<file path="src/rtl/pzs_pkg.sv">
package pzs_pkg;
  localparam int B_CLK   = 0;
  localparam int B_REL   = 1;
  localparam int B_MEM   = 4;
  localparam int B_LGC   = 5;
  localparam int B_ISO   = 6;
  localparam int B_MAN   = 7;
  localparam int B_OFF   = 25;
  localparam int B_ON    = 26;
  localparam int B_LST   = 28;
  localparam int B_MST   = 29;
  localparam int B_RSTST = 31;

  typedef enum logic [3:0] {
    OP_NONE, OP_ISO_INIT, OP_MAN_ON, OP_LGC_ON, OP_MEM_ON, OP_CLK_ON,
    OP_ISO_OFF, OP_RST_REL, OP_RST_HOLD, OP_CLK_OFF, OP_ISO_ON,
    OP_MEM_OFF, OP_LGC_OFF
  } op_e;

  typedef enum logic [4:0] {
    S_IDLE, S_U_ISO, S_U_MAN, S_U_LGC, S_U_MEM, S_U_WMEM, S_U_CLK,
    S_U_WLGC, S_U_NOISO, S_U_REL, S_D_MAN, S_D_RST, S_D_CLK, S_D_ISO,
    S_D_MEM, S_D_WMEM, S_D_LGC, S_D_WLGC
  } st_e;

  typedef struct packed {
    logic man;
    logic iso;
    logic lgc;
    logic mem;
    logic clk;
    logic rel;
  } ctl_t;
endpackage

</file>
<file path="src/rtl/pzs_timer.sv">
module pzs_timer #(
  parameter int LIMIT = 16
) (
  input  logic clk,
  input  logic rst,
  input  logic run,
  output logic expired
);
  localparam int TW = (LIMIT > 1) ? $clog2(LIMIT + 1) : 1;
  localparam logic [TW-1:0] LIM = TW'(LIMIT);

  logic [TW-1:0] cnt;

  always_ff @(posedge clk) begin
    if (rst || !run) cnt <= '0;
    else if (cnt != LIM) cnt <= cnt + 1'b1;
  end

  assign expired = (cnt == LIM);
endmodule

</file>
<file path="src/rtl/pzs_bank.sv">
module pzs_bank
  import pzs_pkg::*;
#(
  parameter int N_CORES = 4,
  parameter logic [N_CORES-1:0] BOOT_MASK = 1
) (
  input  logic               clk,
  input  logic               rst,
  input  logic [N_CORES-1:0] sel,
  input  op_e                op,
  input  logic [N_CORES-1:0] mem_ack,
  input  logic [N_CORES-1:0] lgc_ack,
  output ctl_t               ctl [N_CORES],
  output logic [N_CORES-1:0] mem_st,
  output logic [N_CORES-1:0] lgc_st
);
  localparam ctl_t CTL_ON  = '{man: 1'b0, iso: 1'b0, lgc: 1'b1, mem: 1'b1, clk: 1'b1, rel: 1'b1};
  localparam ctl_t CTL_OFF = '0;

  for (genvar i = 0; i < N_CORES; i++) begin : g_core
    ctl_t r;

    always_ff @(posedge clk) begin
      if (rst) begin
        r         <= BOOT_MASK[i] ? CTL_ON : CTL_OFF;
        mem_st[i] <= 1'b0;
        lgc_st[i] <= 1'b0;
      end else begin
        mem_st[i] <= mem_ack[i];
        lgc_st[i] <= lgc_ack[i];
        if (sel[i]) begin
          case (op)
            OP_ISO_INIT: r <= '{man: 1'b0, iso: 1'b1, lgc: 1'b0, mem: 1'b0, clk: 1'b0, rel: 1'b0};
            OP_MAN_ON:   r.man <= 1'b1;
            OP_LGC_ON:   r.lgc <= 1'b1;
            OP_MEM_ON:   r.mem <= 1'b1;
            OP_CLK_ON:   r.clk <= 1'b1;
            OP_ISO_OFF:  r.iso <= 1'b0;
            OP_RST_REL:  r.rel <= 1'b1;
            OP_RST_HOLD: r.rel <= 1'b0;
            OP_CLK_OFF:  r.clk <= 1'b0;
            OP_ISO_ON:   r.iso <= 1'b1;
            OP_MEM_OFF:  r.mem <= 1'b0;
            OP_LGC_OFF:  r.lgc <= 1'b0;
            default:     r <= r;
          endcase
        end
      end
    end

    assign ctl[i] = r;
  end
endmodule

</file>
<file path="src/rtl/pzs_ctrl.sv">
module pzs_ctrl
  import pzs_pkg::*;
#(
  parameter int N_CORES = 4,
  parameter int CW = 2
) (
  input  logic          clk,
  input  logic          rst,
  input  logic          cmd_valid,
  input  logic          cmd_up,
  input  logic [CW-1:0] cmd_core,
  input  logic          req_rel,
  input  logic          cur_mst,
  input  logic          cur_lst,
  input  logic          tmo,
  output logic [CW-1:0] cur_core,
  output op_e           op,
  output logic          waiting,
  output logic          busy,
  output logic          done,
  output logic          err
);
  st_e  st;
  logic look;
  logic in_range;
  logic match;
  st_e  nxt_wait;

  assign in_range = (32'(cmd_core) < N_CORES);

  always_comb begin
    op = OP_NONE;
    case (st)
      S_U_ISO:   op = OP_ISO_INIT;
      S_U_MAN:   op = OP_MAN_ON;
      S_U_LGC:   op = OP_LGC_ON;
      S_U_MEM:   op = OP_MEM_ON;
      S_U_CLK:   op = OP_CLK_ON;
      S_U_NOISO: op = OP_ISO_OFF;
      S_U_REL:   op = OP_RST_REL;
      S_D_MAN:   op = OP_MAN_ON;
      S_D_RST:   op = OP_RST_HOLD;
      S_D_CLK:   op = OP_CLK_OFF;
      S_D_ISO:   op = OP_ISO_ON;
      S_D_MEM:   op = OP_MEM_OFF;
      S_D_LGC:   op = OP_LGC_OFF;
      default:   op = OP_NONE;
    endcase
  end

  always_comb begin
    waiting  = 1'b1;
    match    = 1'b0;
    nxt_wait = S_IDLE;
    case (st)
      S_U_WMEM: begin match = cur_mst;  nxt_wait = S_U_CLK;   end
      S_U_WLGC: begin match = cur_lst;  nxt_wait = S_U_NOISO; end
      S_D_WMEM: begin match = !cur_mst; nxt_wait = S_D_LGC;   end
      S_D_WLGC: begin match = !cur_lst; nxt_wait = S_IDLE;    end
      default:  waiting = 1'b0;
    endcase
  end

  always_ff @(posedge clk) begin
    if (rst) begin
      st       <= S_IDLE;
      cur_core <= '0;
      busy     <= 1'b0;
      done     <= 1'b0;
      err      <= 1'b0;
      look     <= 1'b0;
    end else begin
      done <= 1'b0;
      if (waiting) begin
        if (match) begin
          look <= 1'b0;
          st   <= nxt_wait;
          if (st == S_D_WLGC) begin
            busy <= 1'b0;
            done <= 1'b1;
          end
        end else if (look) begin
          look <= 1'b0;
          err  <= 1'b1;
          busy <= 1'b0;
          st   <= S_IDLE;
        end else if (tmo) begin
          look <= 1'b1;
        end
      end else begin
        case (st)
          S_IDLE: begin
            if (cmd_valid) begin
              if (!in_range || (!cmd_up && cmd_core == '0)) begin
                err <= 1'b1;
              end else begin
                err      <= 1'b0;
                cur_core <= cmd_core;
                if (cmd_up && req_rel) begin
                  done <= 1'b1;
                end else begin
                  busy <= 1'b1;
                  st   <= cmd_up ? S_U_ISO : S_D_MAN;
                end
              end
            end
          end
          S_U_ISO:   st <= S_U_MAN;
          S_U_MAN:   st <= S_U_LGC;
          S_U_LGC:   st <= S_U_MEM;
          S_U_MEM:   st <= S_U_WMEM;
          S_U_CLK:   st <= S_U_WLGC;
          S_U_NOISO: st <= S_U_REL;
          S_U_REL: begin
            st   <= S_IDLE;
            busy <= 1'b0;
            done <= 1'b1;
          end
          S_D_MAN:   st <= S_D_RST;
          S_D_RST:   st <= S_D_CLK;
          S_D_CLK:   st <= S_D_ISO;
          S_D_ISO:   st <= S_D_MEM;
          S_D_MEM:   st <= S_D_WMEM;
          S_D_LGC:   st <= S_D_WLGC;
          default:   st <= S_IDLE;
        endcase
      end
    end
  end
endmodule

</file>
<file path="src/rtl/core_pwr_seq.sv">
module core_pwr_seq
  import pzs_pkg::*;
#(
  parameter int N_CORES = 4,
  parameter int CLK_KHZ = 100000,
  parameter int TMO_MS = 500,
  parameter logic [N_CORES-1:0] BOOT_MASK = 1,
  localparam int CW = (N_CORES > 1) ? $clog2(N_CORES) : 1
) (
  input  logic                 clk,
  input  logic                 rst,
  input  logic                 cmd_valid,
  input  logic                 cmd_up,
  input  logic [CW-1:0]        cmd_core,
  input  logic [N_CORES-1:0]   mem_ack,
  input  logic [N_CORES-1:0]   lgc_ack,
  output logic [N_CORES-1:0]   pd_iso,
  output logic [N_CORES-1:0]   pd_clk_en,
  output logic [N_CORES-1:0]   pd_rst_rel,
  output logic [N_CORES-1:0]   pd_mem_en,
  output logic [N_CORES-1:0]   pd_lgc_en,
  output logic [32*N_CORES-1:0] zone_word,
  output logic                 busy,
  output logic                 done,
  output logic                 err
);
  localparam int TMO_CYCLES = CLK_KHZ * TMO_MS;

  ctl_t               ctl [N_CORES];
  logic [N_CORES-1:0] mem_st;
  logic [N_CORES-1:0] lgc_st;
  logic [N_CORES-1:0] sel;
  logic [CW-1:0]      cur_core;
  op_e                op;
  logic               waiting;
  logic               tmo;
  logic               req_rel;

  assign sel     = (op == OP_NONE) ? '0 : (N_CORES'(1) << cur_core);
  assign req_rel = pd_rst_rel[cmd_core];

  pzs_bank #(.N_CORES(N_CORES), .BOOT_MASK(BOOT_MASK)) u_bank (
    .clk(clk), .rst(rst), .sel(sel), .op(op),
    .mem_ack(mem_ack), .lgc_ack(lgc_ack),
    .ctl(ctl), .mem_st(mem_st), .lgc_st(lgc_st)
  );

  pzs_timer #(.LIMIT(TMO_CYCLES)) u_tmr (
    .clk(clk), .rst(rst), .run(waiting), .expired(tmo)
  );

  pzs_ctrl #(.N_CORES(N_CORES), .CW(CW)) u_ctrl (
    .clk(clk), .rst(rst), .cmd_valid(cmd_valid), .cmd_up(cmd_up),
    .cmd_core(cmd_core), .req_rel(req_rel),
    .cur_mst(mem_st[cur_core]), .cur_lst(lgc_st[cur_core]), .tmo(tmo),
    .cur_core(cur_core), .op(op), .waiting(waiting),
    .busy(busy), .done(done), .err(err)
  );

  for (genvar i = 0; i < N_CORES; i++) begin : g_out
    logic [31:0] w;
    always_comb begin
      w          = '0;
      w[B_CLK]   = ctl[i].clk;
      w[B_REL]   = ctl[i].rel;
      w[B_MEM]   = ctl[i].mem;
      w[B_LGC]   = ctl[i].lgc;
      w[B_ISO]   = ctl[i].iso;
      w[B_MAN]   = ctl[i].man;
      w[B_MST]   = mem_st[i];
      w[B_LST]   = lgc_st[i];
      w[B_ON]    = mem_st[i] & lgc_st[i];
      w[B_OFF]   = ~mem_st[i] & ~lgc_st[i];
      w[B_RSTST] = ~ctl[i].rel;
    end
    assign zone_word[32*i +: 32] = w;
    assign pd_iso[i]     = ctl[i].iso;
    assign pd_clk_en[i]  = ctl[i].clk;
    assign pd_rst_rel[i] = ctl[i].rel;
    assign pd_mem_en[i]  = ctl[i].mem;
    assign pd_lgc_en[i]  = ctl[i].lgc;
  end
endmodule

</file>
<file path="config.mk">
export PLATFORM = sky130hd
export DESIGN_NAME = core_pwr_seq
export DESIGN_NICKNAME = d
export VERILOG_FILES = /design/src/rtl/pzs_pkg.sv /design/src/rtl/pzs_timer.sv /design/src/rtl/pzs_bank.sv /design/src/rtl/pzs_ctrl.sv /design/src/rtl/core_pwr_seq.sv
export SDC_FILE = /design/constraint.sdc
export NUM_CORES = 1
export LEC_CHECK = 0
export BUFFER_PORTS_ARGS = -buffer_cell sky130_fd_sc_hd__buf_2
export CAP_MARGIN = 5
export CORE_ASPECT_RATIO = 0.7
export CORE_MARGIN = 8
export CORE_UTILIZATION = 30
export CTS_BUF_LIST = sky130_fd_sc_hd__clkbuf_8
export DETAILED_ROUTE_END_ITERATION = 10
export GPL_ROUTABILITY_DRIVEN = 0
export SLEW_MARGIN = 25
export SYNTH_ARGS = -nofsm -noshare
export SYNTH_HDL_FRONTEND = slang
export SYNTH_SLANG_ARGS = --single-unit
</file>
<file path="constraint.sdc">
create_clock -name clk -period 6.5 [get_ports clk]
set_clock_uncertainty 0.05 [all_clocks]
set_input_delay 0.65 -clock clk [delete_from_list [all_inputs] [get_ports clk]]
set_output_delay 0.65 -clock clk [all_outputs]
set_load 0.02 [all_outputs]
</file>
### Yosys cells after proc, flatten, opt, wreduce, memory -nomap -nowiden

Memory sizes are Yosys's and may differ from the RTL's. A register that Yosys moved wholly into a read port is not among the register bits.
Index checks and enable logic that the tools add are counted.

* register bits: 69
* latch bits: 0
* RAM bits: 0
* bits in read-only memories: 128
* input port bits: 14
* memories: 1

* add/subtract/negate cells: 1
* multiply operators: 0
* div/mod/pow operators: 0
* $lt $le $gt $ge: 2
* equality and inequality tests: 38
* shifts and indexed selects: 1
* muxes and demuxes: 50
* bitwise logic cells: 22
* reductions and logical operators: 53

Memory list
* (name not given): words 32, width 4, read ports 1, clocked after memory_dff 1, write ports 0, line pzs_ctrl.sv:33 `case (st)`

Operator list (number)
* 5-bit case mux with 13 select lines: 1
* 2-bit AND reduction: 24
* 5-bit by 4-bit equality test with 1-bit output (second input constant): 8
* 5-bit two-way mux: 8
* 26-bit by 1-bit adder with 26-bit output (second input constant): 1
* 26-bit equality test (second input constant): 1
* 1-bit two-way mux: 26
* 26-bit != test (second input constant): 1
* 4-bit equality test (second input constant): 5
* 5-bit by 3-bit equality test with 1-bit output (second input constant): 4
* 4-bit by 3-bit equality test with 1-bit output (second input constant): 4
* 1-bit case mux with 2 select lines: 8
* 2-bit nonzero test: 8
* 5-bit case mux with 3 select lines: 1
* 1-bit NOT: 14
* 3-bit != test (second input constant): 4
* 4-bit AND reduction: 3
* 5-bit by 2-bit equality test with 1-bit output (second input constant): 2
* 5-bit equality test (second input constant): 2
* 2-bit OR reduction: 5
* 1-bit AND: 8
* 4-bit by 2-bit equality test with 1-bit output (second input constant): 2
* 4-bit two-way mux: 2
* 1-bit binary-select mux with 2-bit select: 3
* other kinds (17): 22

### Longest topological paths before layout

Gate-level depths: netlist of the first run.

* depth after elaboration: 10
* mapped depth: 13

### By module

From an unflattened synthesis of the first run, not the netlist that was laid out.

* cells, all modules: 557
* area, all modules: 4880.9 um2

Modules (own cells, without submodules)
* pzs_bank: times used 1, cells an instance 133, area each 1392.6 um2, seq. area each 640.6 um2
* pzs_timer: times used 1, cells an instance 157, area each 1328.8 um2, seq. area each 520.5 um2
* pzs_ctrl: times used 1, cells an instance 142, area each 1193.6 um2, seq. area each 300.3 um2
* core_pwr_seq: times used 1, cells an instance 125, area each 965.9 um2, seq. area each 0.0 um2

### Worst setup path before layout of the first run

OpenSTA, ideal clock, no wires.

* path type: register to register
* from: register u_ctrl.cur_core[1]
* to: register, netlist name u_ctrl.op[2]
* data arrival time: 2.694 ns
* required time: 6.329 ns
* path slack: 3.635 ns
* cell stages (with the launch flop): 13
* path buffers: 2
* cell sequence: dfxtp_1 > buf_2 > mux4_2 > mux2_2 > a21boi_4 > nand3_2 > buf_6 > a211oi_4 > inv_1 > ha_1 > nand2b_1 > o32ai_1 > mux2_2

* cells in the longest elaborated chain, start to end: 8
* elaborated cells on any way between the ends: 13

RTL lines
* start: declaration: line pzs_ctrl.sv:16 `output logic [CW-1:0] cur_core,`
* start signal: assignment: line pzs_ctrl.sv:98 `cur_core <= cmd_core;`
* 1-bit binary-select mux with 2-bit select: line core_pwr_seq.sv:55 `.cur_mst(mem_st[cur_core]), .cur_lst(lgc_st[cur_core]), .tmo(tmo),`
* 1-bit two-way mux (implied by the code): line core_pwr_seq.sv:55
* 1-bit zero test, on equally long branches: line pzs_ctrl.sv:59, pzs_ctrl.sv:58
* 1-bit case mux with 4 select lines *: line pzs_ctrl.sv:55 `case (st)`
* 3-bit by 1-bit != test with 1-bit output (no line) or 5-bit two-way mux (tied branches)
* 4-bit AND reduction (no line) or 5-bit two-way mux (tied branches)
* 5-bit two-way mux (no line) * (2 in a row)

Mark *: on every way between the ends. The rest lies on a longest branch, timed or not. The select of a mux whose other input is x is not followed.
A chain may end at the register's enable or synchronous reset.

### Final worst setup path of the first run

* from: register u_ctrl.cur_core[1]
* to: register, netlist name u_ctrl.op[2]

* cells in the longest elaborated chain, start to end: 8
* elaborated cells on any way between the ends: 13

RTL lines (line)
* 1-bit binary-select mux with 2-bit select: core_pwr_seq.sv:55
* 1-bit two-way mux (implied by the code): core_pwr_seq.sv:55
* 1-bit zero test, on equally long branches: pzs_ctrl.sv:59, pzs_ctrl.sv:58
* 1-bit case mux with 4 select lines *: pzs_ctrl.sv:55
* 3-bit by 1-bit != test with 1-bit output (no line) or 5-bit two-way mux (tied branches)
* 4-bit AND reduction (no line) or 5-bit two-way mux (tied branches)
* 5-bit two-way mux (no line) * (2 in a row)

Marks and branches as above.

==> results of run 1 <==
cell usage in the layout (no fill, tap or decap), types with 4 or more instances in the layout:
cell / instances
conb_1: 84
buf_2: 80
dfxtp_1: 73
nor2_1: 43
a21oi_1: 38
nand2_1: 32
inv_1: 17
o21ai_0: 17
nor3_1: 16
xor2_1: 15
a211oi_1: 15
nor2b_1: 12
clkbuf_8: 11
nand3_1: 10
nand2b_1: 9
or3_1: 8
nand4_1: 7
mux2i_1: 7
xnor2_1: 7
a31oi_1: 6
ha_1: 6
and3_1: 5
mux4_2: 4
nand4b_1: 4
a32oi_1: 4
nor4b_1: 4
and2_1: 4
or2_2: 4
stage by stage:
stage          power [mW]  std cells  cell area [sq um]   util
5_1_grt              1.60        780               4790  0.327
6_report             1.51        780               4790  0.327
4_1_cts              1.51        780               4790  0.327
3_5_place_dp         1.05        764               4530  0.310
3_3_place_gp         1.06        764               4530  0.310
2_1_floorplan       0.983        618               4770      -
worst min path at each step:
stage | from | to | depth (start not counted) | slack, ns
global placement | u_bank.ctl[23] | u_bank.ctl[23] | 2 | 0.41
detailed placement | u_bank.ctl[23] | u_bank.ctl[23] | 2 | 0.42
floorplan | u_tmr.cnt[15] | u_tmr.cnt[15] | 2 | 0.40
CTS | u_bank.ctl[11] | u_bank.ctl[11] | 2 | 0.43
global route | lgc_ack[3] | u_bank.lgc_st[3] | 2 | 0.44
finish | u_bank.ctl[23] | u_bank.ctl[23] | 2 | 0.43
cells in the mapped netlist, types with 5 or more instances:
cell,n,area [sq um]
nand4_1,7,43.8
nand3_1,10,50.1
inv_1,16,60.1
ha_1,6,75.1
xnor2_1,7,61.3
a21oi_1,38,190
a31oi_1,6,37.5
dfxtp_1,73,1460
and3_1,5,31.3
nand2b_1,9,56.3
nor3_1,16,80.1
nor2b_1,12,75.1
o21ai_0,17,85.1
or3_1,8,50.1
a211oi_1,15,113
mux2i_1,7,70.1
nand2_1,32,120
xor2_1,15,131
buf_4,104,781
clkbuf_1,19,71.3
nor2_1,43,161
power by group:
part | internal (mW) | leakage (nW) | switching (mW)
clock | 0.275 | 0.131 | 0.176
combinational | 0.163 | 1.26 | 0.323
sequential | 0.487 | 0.593 | 0.0845
area by class of cell:
type | instances | area, sq um | share of cell area
repair buffers | 80 | 400 | 0.0837
inverters | 16 | 60.1 | 0.0125
multi-input cells | 400 | 2370 | 0.494
clock buffers | 11 | 151 | 0.0316
clock inverters | 5 | 103 | 0.0214
flip-flops and latches | 73 | 1460 | 0.305
well taps | 195 | 244 | 0.0510
per-layer routing:
metal | routed length (um) | vias up
met5 | 0 | -
met4 | 34 | 0
met3 | 827 | 2
met2 | 4410 | 120
met1 | 5430 | 1649
li1 | - | 1754
worst max-delay path, stage by stage, from the launching register on:
cell and delay (ns):
dfxtp_1 0.67, mux4_2 0.57, mux2_2 0.31, a21boi_4 0.22, nand3_2 0.29, a211oi_4 0.41
inv_1 0.11, ha_1 0.21, nand2b_1 0.10, o32ai_1 0.09, mux2_2 0.29
state kept, by name (all words and copies together), names as in the netlist:
name             count
u_bank.mem_st        4
u_ctrl.look          1
u_ctrl.err           1
u_bank.lgc_st        4
u_ctrl.busy          1
u_ctrl.done          1
u_ctrl.st            5
u_bank.ctl          24
u_ctrl.cur_core      2
u_ctrl.op            4
u_tmr.cnt           26
cells by family (layout without fill, tap and decap cells):
kind of cell	count (synthesis)	count (layout)
flip-flops	73	73
adder cells (fa/ha/maj)	6	6
XOR/XNOR	22	22
buffers and inverters	145	112
multiplexers	14	14
AND/OR/NAND/NOR	171	171
other	1	84
AO/OA/AOI/OAI	103	103
==> impl_metrics.ini, run 1 <==
[sta]
rsz0062_at_grt = no
worst_pin_slew_ns = 0.948
fmax_mhz = 291
min_period_over_period = 0.529
final.min_clock_period_ns = 3.44
drv_slew = 0
holdWs_ns = 0.426
finalSetupTns_ns = 0
worst_slack_ns = 3.06
setup_viol = 0
hold_violations = 0
relSlewSlack = 0.368

[synth]
synth-xor-area-share = 0.0432
synth_seq_cells = 73
async_flop_share = 0
yosys.area_share.adder = 0.0168
synth_flop_cell = dfxtp_1
syn_inst = 535
synth_top_family_by_area = buffers and inverters
synth_cell_type_count = 56
syn_area_sq_mm = 0.00446
synthSimpleGateAreaFrac = 0.201
syn-mean-instance-area_sq_um = 8.34
synth_compound_area_frac = 0.155
synthMuxAreaShare = 0.0435
synth_edf_count = 0
yosysWarningCount = 0
synth_seq_area_share = 0.328

[setup_path]
cp_max_fo = 16
required_ns = 6.70
arrival_ns = 3.64
endpoint = u_ctrl.op[2]
r2r-end = u_ctrl.op[2]
start_kind = flip-flop
r2r_start = u_ctrl.cur_core[1]
rrSetupSlack_ns = 3.06
critPathKind = reg2reg
reg2reg_depth = 10
cp-end-kind = flip-flop
startpoint = u_ctrl.cur_core[1]

[detailed_routing]
drc = 0
wl_per_cell_um = 13.7
ant_nets = 0
drt-total-wl_um = 10700
vias = 3525
dr.pass1.iters = 4
viasPerCell = 4.52
first_iter_violations = 290

[global_routing]
grt_start_max_net_pins = 52
grt_pass1_wl_um = 17100
grt.total_usage = 0.108
use_met2 = 0.149
top_usage_layer = met1
gr-usage-met3 = 0.0381
use_met1 = 0.155
grt-ovfl-total = 0
antenna_found_initial = 0
grt_pass1_vias = 3274

[min_path]
holdCritPathClass = reg2reg

[clocking]
cts_inserted_buffers = 9
clk_path_buf_depth = 2
postCtsSetupBuffers = 0
cts_tree = done
worstSkewPairLatency_ns = 0.36
cts_sinks = 73
cts_resized = 0
clk_pin_slew_ns = 0.08
ctsHtreeMaxLevel = 3
cts-root-buf = clkbuf_8
ctsHoldBuffers = 0

[final_layout]
diodes = 0
layout-drive-gt1-share = 0.193
fin_nets = 600
area.growth.synth_to_final_pct = 7.29
fillers = 1585

[placement]
hpwl_um = 8110
portBuffers = 80
dp_slack_ns = 3.10

[power_and_ir_drop]
powerDensity_mw_per_mm2 = 315
peakVddDrop_uv = 130
leakagePower_nw = 1.98

[job]
maxCapViolCount = 0

[run_status]
outcome = finished, final reports clean

[die]
num_io_pins = 165
core-area_sq_mm = 0.0146
die-area_sq_mm = 0.0191
fp.dieH_um = 118
row_count = 37
initial_core_util = 0.305
die_w_um = 162
Power figures use the tool's default switching activity.
==> run 2: changes to the inputs <==
Clock period 6.5 ns to 3.1 ns, I/O delays scaled along.
==> run 2 against run 1 <==
Against the previous run:
- fmax increased by 20%
- largest power group unchanged
- via count is 2.2% higher
- clock power rose by 61%
- register-to-register slack got worse by 2.8 ns
==> impl_metrics.ini, run 2 (same netlist as run 1, synthesis figures left out) <==
[sta]
finalSetupTns_ns = 0
setup_viol = 0
drv_slew = 0
hold_violations = 0
worst_slack_ns = 0.223
fmax_mhz = 348
min_period_over_period = 0.928
worst_pin_slew_ns = 0.741
rsz0062_at_grt = no
final.min_clock_period_ns = 2.88
relSlewSlack = 0.499

[clocking]
cts_inserted_buffers = 9
cts_resized = 0
worstSkewPairLatency_ns = 0.35
clk_pin_slew_ns = 0.07
ctsHtreeMaxLevel = 3
ctsHoldBuffers = 0
clk_path_buf_depth = 2
cts_sinks = 73
cts-root-buf = clkbuf_8
postCtsSetupBuffers = 0
cts_tree = done

[placement]
hpwl_um = 8390
portBuffers = 80
placed_cells = 778
dp_slack_ns = 0.246

[run_status]
outcome = finished, final reports clean

[global_routing]
grt_pass1_vias = 3273
grt.total_usage = 0.111
grt_pass1_wl_um = 17500
grt-ovfl-total = 0
grt_start_max_net_pins = 27
antenna_found_initial = 0

[die]
num_io_pins = 165
core-area_sq_mm = 0.0146
fp.dieH_um = 118
initial_core_util = 0.305
die_w_um = 162
die-area_sq_mm = 0.0191
row_count = 37

[final_layout]
final_util = 0.330
layout-drive-gt1-share = 0.207
finalNonFillerCells = 794
fin_nets = 614
area.growth.synth_to_final_pct = 8.22
largest_reg_flops = 26
layout_commonest_cell = conb_1
mostFrequentLayoutCells = conb_1 (84), buf_2 (80), dfxtp_1 (73), nor2_1 (43), a21oi_1 (38)
diodes = 0
regMostFlops = u_tmr.cnt

[detailed_routing]
drt-total-wl_um = 10900
dr.pass1.iters = 5
first_iter_violations = 363
vias = 3604
viasPerCell = 4.54
ant_nets = 0
wl_per_cell_um = 13.7
drc = 0

[setup_path]
start_kind = flip-flop
cp_slowest_stage_delay_ns = 0.52
required_ns = 3.30
worst_path_max_delay_cell = mux4_2
crit_chain = mux4_2 > mux2_2 > a21boi_4 > nand3_2 > a211oi_4 > inv_1 > ha_1 > nand2b_1 > o32ai_1 > mux2_2
cp-end-kind = flip-flop
arrival_ns = 3.08
critPathKind = reg2reg
cp_max_fo = 6
cpMostUsedCell = mux2_2

[job]
maxCapViolCount = 0

[min_path]
holdCritPathClass = in2reg

[power_and_ir_drop]
power_mw = 3.02
powerDensity_mw_per_mm2 = 627
leakagePower_nw = 2.03
peakVddDrop_uv = 240
-- run 2: cell types whose count changed in the layout (fill, tap and decap cells not counted) --
cell and change:
buf_4 +14, inv_1 +3, bufinv_16 -2, clkbuf_8 -1
clkinv_4 -1, clkinvlp_4 +1
-- run 2: final timing paths --
kind	slack, ns	startpoint	cells past startpoint	end
hold reg to reg	0.43	u_bank.ctl[23]	2	u_bank.ctl[23]
setup reg to reg	0.22	u_ctrl.cur_core[1]	10	u_ctrl.op[2]
setup / recovery	0.22	u_ctrl.cur_core[1]	10	u_ctrl.op[2]
hold / removal	0.11	lgc_ack[1]	2	u_bank.lgc_st[1]
-- run 2: final cells by class --
class                           count  area [sq um]
Clock buffer                       10           138
Sequential cell                    73          1460
Inverter                           16          60.1
Multi-Input combinational cell    400          2370
Fill cell                        1574          9800
Tap cell                          195           244
Clock inverter                      6          52.6
Timing Repair Buffer               94           505
-- run 2: routing by layer --
metal  GRT usage  up-vias  wire length [um]  share of wire
li1            -     1786                 -              -
met1       0.167     1653              5510           0.51
met3      0.0332        5              1010          0.092
met4      0.0346        0                65         0.0060
met2       0.144      160              4290           0.39
met5           0        -                 0              0
-- run 2: critical path: cells and delay by family (launching register included) --
| family | cells | cell delay, ns |
|---|---|---|
| multiplexers | 3 | 1.08 |
| buffers and inverters | 1 | 0.11 |
| AO/OA/AOI/OAI | 3 | 0.67 |
| AND/OR/NAND/NOR | 2 | 0.23 |
| flip-flops | 1 | 0.41 |
| adder cells (fa/ha/maj) | 1 | 0.21 |
-- run 2: report_power, final --
part	leakage, nW	switching [mW]	total (mW)	internal, mW
Clock	0.107	0.346	0.729	0.382
Sequential	0.593	0.139	1.16	1.02
Combinational	1.33	0.723	1.14	0.412
Total	2.03	1.21	3.02	1.82
-- run 2: through the flow --
step                      cell area, sq um  hold slack (ns)
final                                 4830            0.111
after global routing                  4830            0.115
after CTS                             4830           0.0916
after detailed placement              4640            0.415
after global placement                4640            0.416
after floorplan                       4770            0.341
